`config.mk`:
```
export PLATFORM = sky130hd
export DESIGN_NAME = dac_dbuf_front
export DESIGN_NICKNAME = d
export VERILOG_FILES = /design/src/rtl/dacfe_pkg.sv /design/src/rtl/dacfe_pipe.sv /design/src/rtl/dacfe_inreg.sv /design/src/rtl/dacfe_outreg.sv /design/src/rtl/dac_dbuf_front.sv
export SDC_FILE = /design/constraint.sdc
export NUM_CORES = 1
export LEC_CHECK = 0
export BUFFER_PORTS_ARGS = -buffer_cell sky130_fd_sc_hd__clkbuf_2
export CAP_MARGIN = 10
export CORE_MARGIN = 4
export CORE_UTILIZATION = 58
export DETAILED_ROUTE_END_ITERATION = 8
export PLACE_DENSITY = 0.93
export SLEW_MARGIN = 10
export SYNTH_ARGS = -nofsm -noshare
export SYNTH_HDL_FRONTEND = slang
export SYNTH_SLANG_ARGS = --single-unit
export TNS_END_PERCENT = 20
```
`constraint.sdc`:
```
create_clock -name clk -period 3.54 [get_ports clk]
set_input_delay 0.531 -clock clk [delete_from_list [all_inputs] [get_ports clk]]
set_output_delay 0.531 -clock clk [all_outputs]
set_load 0.01 [all_outputs]
```
`src/rtl/dacfe_pkg.sv`:
```
package dacfe_pkg;

  typedef struct packed {
    logic wr_n;
    logic lo_n;
    logic hi_n;
    logic ld_n;
  } strobe_t;

  typedef struct packed {
    logic lo_en;
    logic hi_en;
    logic ld_en;
  } enables_t;

  function automatic enables_t decode_strobes(input strobe_t s);
    enables_t e;
    e.lo_en = !s.wr_n && !s.lo_n;
    e.hi_en = !s.wr_n && !s.hi_n;
    e.ld_en = !s.ld_n;
    return e;
  endfunction

endpackage

```
`src/rtl/dacfe_pipe.sv`:
```
module dacfe_pipe #(
  parameter int W = 4,
  parameter int STAGES = 2,
  parameter logic [W-1:0] RST_VAL = '0
) (
  input  logic         clk,
  input  logic         rst_n,
  input  logic [W-1:0] d,
  output logic [W-1:0] q
);
  logic [W-1:0] st [STAGES];

  genvar i;
  generate
    for (i = 0; i < STAGES; i++) begin : g_stage
      always_ff @(posedge clk or negedge rst_n) begin
        if (!rst_n) st[i] <= RST_VAL;
        else if (i == 0) st[i] <= d;
        else st[i] <= st[(i == 0) ? 0 : i-1];
      end
    end
  endgenerate

  assign q = st[STAGES-1];
endmodule

```
`src/rtl/dacfe_inreg.sv`:
```
module dacfe_inreg #(
  parameter int LO_W = 8,
  parameter int HI_W = 4
) (
  input  logic                 clk,
  input  logic                 arst_n,
  input  logic                 lo_en,
  input  logic                 hi_en,
  input  logic [LO_W+HI_W-1:0] d,
  output logic [LO_W+HI_W-1:0] q,
  output logic [LO_W+HI_W-1:0] nxt
);
  localparam int DW = LO_W + HI_W;

  genvar ln;
  generate
    for (ln = 0; ln < 2; ln++) begin : g_lane
      localparam int LSB = (ln == 0) ? 0 : LO_W;
      localparam int LW  = (ln == 0) ? LO_W : HI_W;
      logic en;
      assign en = (ln == 0) ? lo_en : hi_en;
      assign nxt[LSB +: LW] = en ? d[LSB +: LW] : q[LSB +: LW];
      always_ff @(posedge clk or negedge arst_n) begin
        if (!arst_n) q[LSB +: LW] <= '0;
        else q[LSB +: LW] <= nxt[LSB +: LW];
      end
    end
  endgenerate

  logic [DW-1:0] unused_w;
  assign unused_w = '0;
endmodule

```
`src/rtl/dacfe_outreg.sv`:
```
module dacfe_outreg #(
  parameter int DW = 12
) (
  input  logic          clk,
  input  logic          arst_n,
  input  logic          ld_en,
  input  logic [DW-1:0] d,
  output logic [DW-1:0] q
);
  always_ff @(posedge clk or negedge arst_n) begin
    if (!arst_n) q <= '0;
    else if (ld_en) q <= d;
  end
endmodule

```
`src/rtl/dac_dbuf_front.sv`:
```
module dac_dbuf_front
  import dacfe_pkg::*;
#(
  parameter int LO_W = 8,
  parameter int HI_W = 4,
  parameter int SYNC_STAGES = 2
) (
  input  logic                 clk,
  input  logic                 rst_n,
  input  logic                 clr_n,
  input  logic                 wr_n,
  input  logic                 sel_lo_n,
  input  logic                 sel_hi_n,
  input  logic                 ld_n,
  input  logic [LO_W+HI_W-1:0] din,
  output logic [LO_W+HI_W-1:0] code
);
  localparam int DW = LO_W + HI_W;
  localparam int SW = $bits(strobe_t);

  strobe_t       strb_raw, strb_s;
  enables_t      en;
  logic [DW-1:0] din_d;
  logic [DW-1:0] in_q;
  logic [DW-1:0] in_nxt;
  logic          arst_n;
  logic          wr_lo_en, wr_hi_en, ld_en;

  assign strb_raw = '{wr_n: wr_n, lo_n: sel_lo_n, hi_n: sel_hi_n, ld_n: ld_n};
  assign arst_n   = rst_n & clr_n;

  dacfe_pipe #(.W(SW), .STAGES(SYNC_STAGES), .RST_VAL({SW{1'b1}})) u_sync (
    .clk(clk), .rst_n(rst_n), .d(strb_raw), .q(strb_s)
  );

  dacfe_pipe #(.W(DW), .STAGES(SYNC_STAGES), .RST_VAL('0)) u_dly (
    .clk(clk), .rst_n(rst_n), .d(din), .q(din_d)
  );

  assign en       = decode_strobes(strb_s);
  assign wr_lo_en = en.lo_en;
  assign wr_hi_en = en.hi_en;
  assign ld_en    = en.ld_en;

  dacfe_inreg #(.LO_W(LO_W), .HI_W(HI_W)) u_in (
    .clk(clk), .arst_n(arst_n), .lo_en(wr_lo_en), .hi_en(wr_hi_en),
    .d(din_d), .q(in_q), .nxt(in_nxt)
  );

  dacfe_outreg #(.DW(DW)) u_out (
    .clk(clk), .arst_n(arst_n), .ld_en(ld_en), .d(in_nxt), .q(code)
  );
endmodule

```
* After elaboration in Yosys (flattened, before gate mapping) *
Index checks and enable logic that the tools add are counted.

cells by class
  reductions and logical operators = 5
  multiplexer cells = 2
  bitwise gates (word level) = 1

operators with widths
  cell               count
  $mux 8             1
  $mux 4             1
  $logic_not 1->1    3
  $logic_and 1x1->1  2
  $and 1x1->1        1

storage, ports and cells
  register bits after elaboration = 56

* Depth between registers and ports, before layout *
  depth after elaboration = 3
  depth in mapped cells = 4
  gate-level depth less buffers = 2

* Hierarchy *
From an unflattened synthesis, not the netlist that was laid out.

second synthesis, totals
  cell total of the unflattened synthesis = 102
  area total of the unflattened synthesis = 1909.3 sq um

by module, submodules not included
  module               cells an instance  instances  area each (sq um)  sequential area each (sq um)
  dacfe_pipe (u_dly)   36                 1          690.7              600.6
  dacfe_outreg         25                 1          484.2              300.3
  dacfe_inreg          25                 1          476.7              300.3
  dacfe_pipe (u_sync)  12                 1          240.2              210.2
  dac_dbuf_front       4                  1          17.5               0.0

* Worst setup path before layout *
Ideal clock, no wire load.

  path kind = reg-to-reg
  start = register u_sync.st (netlist bit u_sync.q[3])
  end = register u_in.q[0]
  period minus slack after synthesis = 1261 ps
  cell stages (with the launch flop) = 4
  setup slack = 2279 ps
  data required time = 3415 ps
  arrival = 1136 ps
  path through = dfstp_2 > nor2_2 > buf_4 > mux2_2

on the way
  cells in the longest elaborated chain, start to end = 3

RTL lines
  item                               line                  text
  from (decl)                        dacfe_pipe.sv:11      logic [W-1:0] st [STAGES];
  from (signal, indexed assignment)  dacfe_pipe.sv:19      else st[i] <= st[(i == 0) ? 0 : i-1];
  $logic_not 1->1                    dacfe_pkg.sv:18       e.lo_en = !s.wr_n && !s.lo_n;
  $logic_and 1x1->1                  dacfe_pkg.sv:18
  $mux 8                             dacfe_inreg.sv:22     assign nxt[LSB +: LW] = en ? d[LSB +: LW] : q[LSB +: LW];
  net in_nxt[0]                      dac_dbuf_front.sv:25  logic [DW-1:0] in_nxt;
  to (signal, indexed assignment)    dacfe_inreg.sv:25     else q[LSB +: LW] <= nxt[LSB +: LW];
  to (decl)                          dacfe_inreg.sv:10     output logic [LO_W+HI_W-1:0] q,

The timed path passes the listed nets, and every way through them passes these cells.
A chain may end at the register's enable or synchronous reset.

==> impl_results.md <==
* Status: finished clean
* Layout cell share with drive strength beyond 1 at between 30% and 40%
* Setup TNS at 0 ns
* Peak supply drop at 0.310 mV
* Setup violators final at 0
* Initial antenna violation count at 0
* GPL Wtd Cong at 0.778
* Initial core utilization at 61.9%
* First-pass GRT wire length at ~4.9 mm
* Post-Syn Area per Cell at roughly 15 sq um
* RSZ-0062 raised after global routing: false
* Reg2Reg Setup Slack at 1.99 ns
* Max_cap viols at 0
* Nets at 175
* Worst setup EP type: async pin
* Worst-Margin Slew at ~1.0 ns
* Vias in the first global route at between 1000 and 1500
* Total gr overflow at 0
* R2R Path Start: u_sync.q[3]$_DFF_PN1_
* Pwr per Cell Area at 553 nW/um^2
* Worst Setup SP: rst_n
* Post-synthesis xor/xnor area fraction at 0%
* Synth Area in Compound Gates at 5.47%
* Multiplexer area fraction after synthesis at 7.04%
* Max-slew violations at 0
* Router iterations before antenna repair at 4
* Pre-CTS WS at 1.42 ns
* Crit path to: u_out.q[10]$_DFFE_PN0N_
* Post-Syn Nets at between 100 and 150
* Drt wl/cell at 14.2 microns
* PnR Total Power at 1.20 mW
* Final ANT Viol Nets at 0
* DP HPWL at 1.99 mm
* Relative slew slack at 32.5%
* Total GRT Usage at 15.7%
* Via count at 1041
* CP Data Arrival Time at 1.98 ns
* Port Buffers at 30
* I/O pin cnt at 31
* Cell family with most CP delay: simple AND/OR/NAND/NOR gates
* Final Util at between 70% and 80%
* Cells after Synth at 124
* Worst r2r dst: u_in.q[4]$_DFF_PN0_
* Sequential cell area fraction in the yosys report at 73.5%
* # rows at 20
* Crit. path cell count at 2
* CP Class: primary input to async pin
* Footprint of the multi-input gates at 424 sq um
* Most common cell after layout, fill and taps aside: dfrtp_1
* Synth Area in Simple Gates at 9.58%
* DRC violations left at 0
* Final Worst Setup Slack at 1.92 ns
* Critical path peak fanout at 33
* Die width at around 66 microns
* CTS Root Buffer Type: clkbuf_4
* Clock latency on the worst-skew pair at 0.37 ns
* Worst Path Required at 3.91 ns
* Clock Path Buffers at 2
* Skew final at 0.00863 ns
* CTS tree: built
* Cts hold-fix bufs at 0
* Antenna Cells at 0
* TritonCTS Buffers at 5
* Clock transition at path regs at 0.14 ns
* CP max stage delay at 0.90 ns
* Worst Path Buf+Inv at 1
* DR iter-0 viols at 64
* Adder-Cell Fraction of Synth Area at 0%
* Maximum clock frequency at 618 MHz
* Post-CTS Setup Inserts at 0
* Core ar. at 3100 sq um
* Vias/cell at 5.18
* Startpoint Class: primary input
* Flops & latches, synth at 56
* Hold Crit Class: primary input to async pin
* H-tree lvl count at 2
* Largest net degree at the start of global routing at 37
* YS warnings at 0
* Num Clock Sinks at 56
* Die height at 65.5 microns
* Slowest cell on crit path: and2_1
* Count of unique library cells instantiated by Yosys at 13
* Leak Pwr at 1.02 nW
* Final hold vios at 0
* Tcrit/Tclk final at 45.7%
* Most frequent cells in the layout: 48 x dfrtp_1, 30 x clkbuf_2
* CP Cell Sequence: clkbuf_2 > and2_1
* Die area at 4300 sq um
* Sequential Area at 1410 sq um
* Drt total wl at 2.85 mm
* R2r worst-path depth at 2
* Post-cts sizing count at 0
* Min Tclk post-route at 1.62 ns
* Hold slack at 0.194 ns
* Largest family of logic cells by synthesized area: simple AND/OR/NAND/NOR gates
* Filler cell count at roughly 230
* Post-Syn Area at 1920 sq um
* Area grow syn2layout at 13.3%
[worst min-delay path by stage]
stage | from | endpoint | slack [ns] | cells after the start
floorplan | rst_n | u_dly.q[0]$_DFF_PN0_ | 0.24 | 0
global placement | u_dly.st[23]$_DFF_PN0_ | u_dly.q[11]$_DFF_PN0_ | 0.33 | 0
detailed placement | u_dly.st[22]$_DFF_PN0_ | u_dly.q[10]$_DFF_PN0_ | 0.33 | 0
CTS | rst_n | u_dly.st[17]$_DFF_PN0_ | 0.19 | 1
global route | sel_lo_n | u_sync.st[6]$_DFF_PN1_ | 0.19 | 1
finish | rst_n | u_dly.q[11]$_DFF_PN0_ | 0.19 | 1
[cells in the mapped netlist (all sizes together)]
cell type   n  area [sq um]
o311ai     12           105
dfstp       8           210
or4b       12           120
and2        1          6.26
nor2        2          12.5
nand2      12          45.0
inv        12          45.0
mux2       12           135
buf         5          40.0
dfrtp      48          1200
[through the flow]
step	instances	cell area, sq um
CTS	201	2180
detailed placement	193	2090
global placement	193	2090
floorplan	124	1920
finish	201	2180
global route	201	2180
[cell families after synthesis]
group / after synthesis
simple gates: 27
compound gates: 12
mux: 12
flops: 56
buf+inv: 17
[flip-flops by register name (all words and copies together), names as in the netlist]
name and flops:
u_dly.q 12, u_dly.st 12, u_in.q 12, u_out.q 12, u_sync.q 4, u_sync.st 4
[power by group]
part | switching, mW | internal (mW)
clock | 0.181 | 0.169
combinational | 0.0561 | 0.0560
sequential | 0.0384 | 0.704
total | 0.275 | 0.929
[layout make-up]
| class | count | share of cell area (%) |
|---|---|---|
| timing repair buffer | 30 | 6.90 |
| sequential | 56 | 64.9 |
| clock inverter | 2 | 1.78 |
| inverter | 12 | 2.07 |
| clock buffer | 6 | 2.36 |
| multi-input combinational | 51 | 19.5 |
| tap | 44 | 2.53 |
[layer usage]
layer	global-route usage [%]	wire, microns	vias up
met5	0	0	-
met4	10.6	78	0
met3	4.27	140	6
met2	22.8	1320	29
met1	20.7	1320	507
li1	-	-	499
Power figures use the tool's default switching activity.
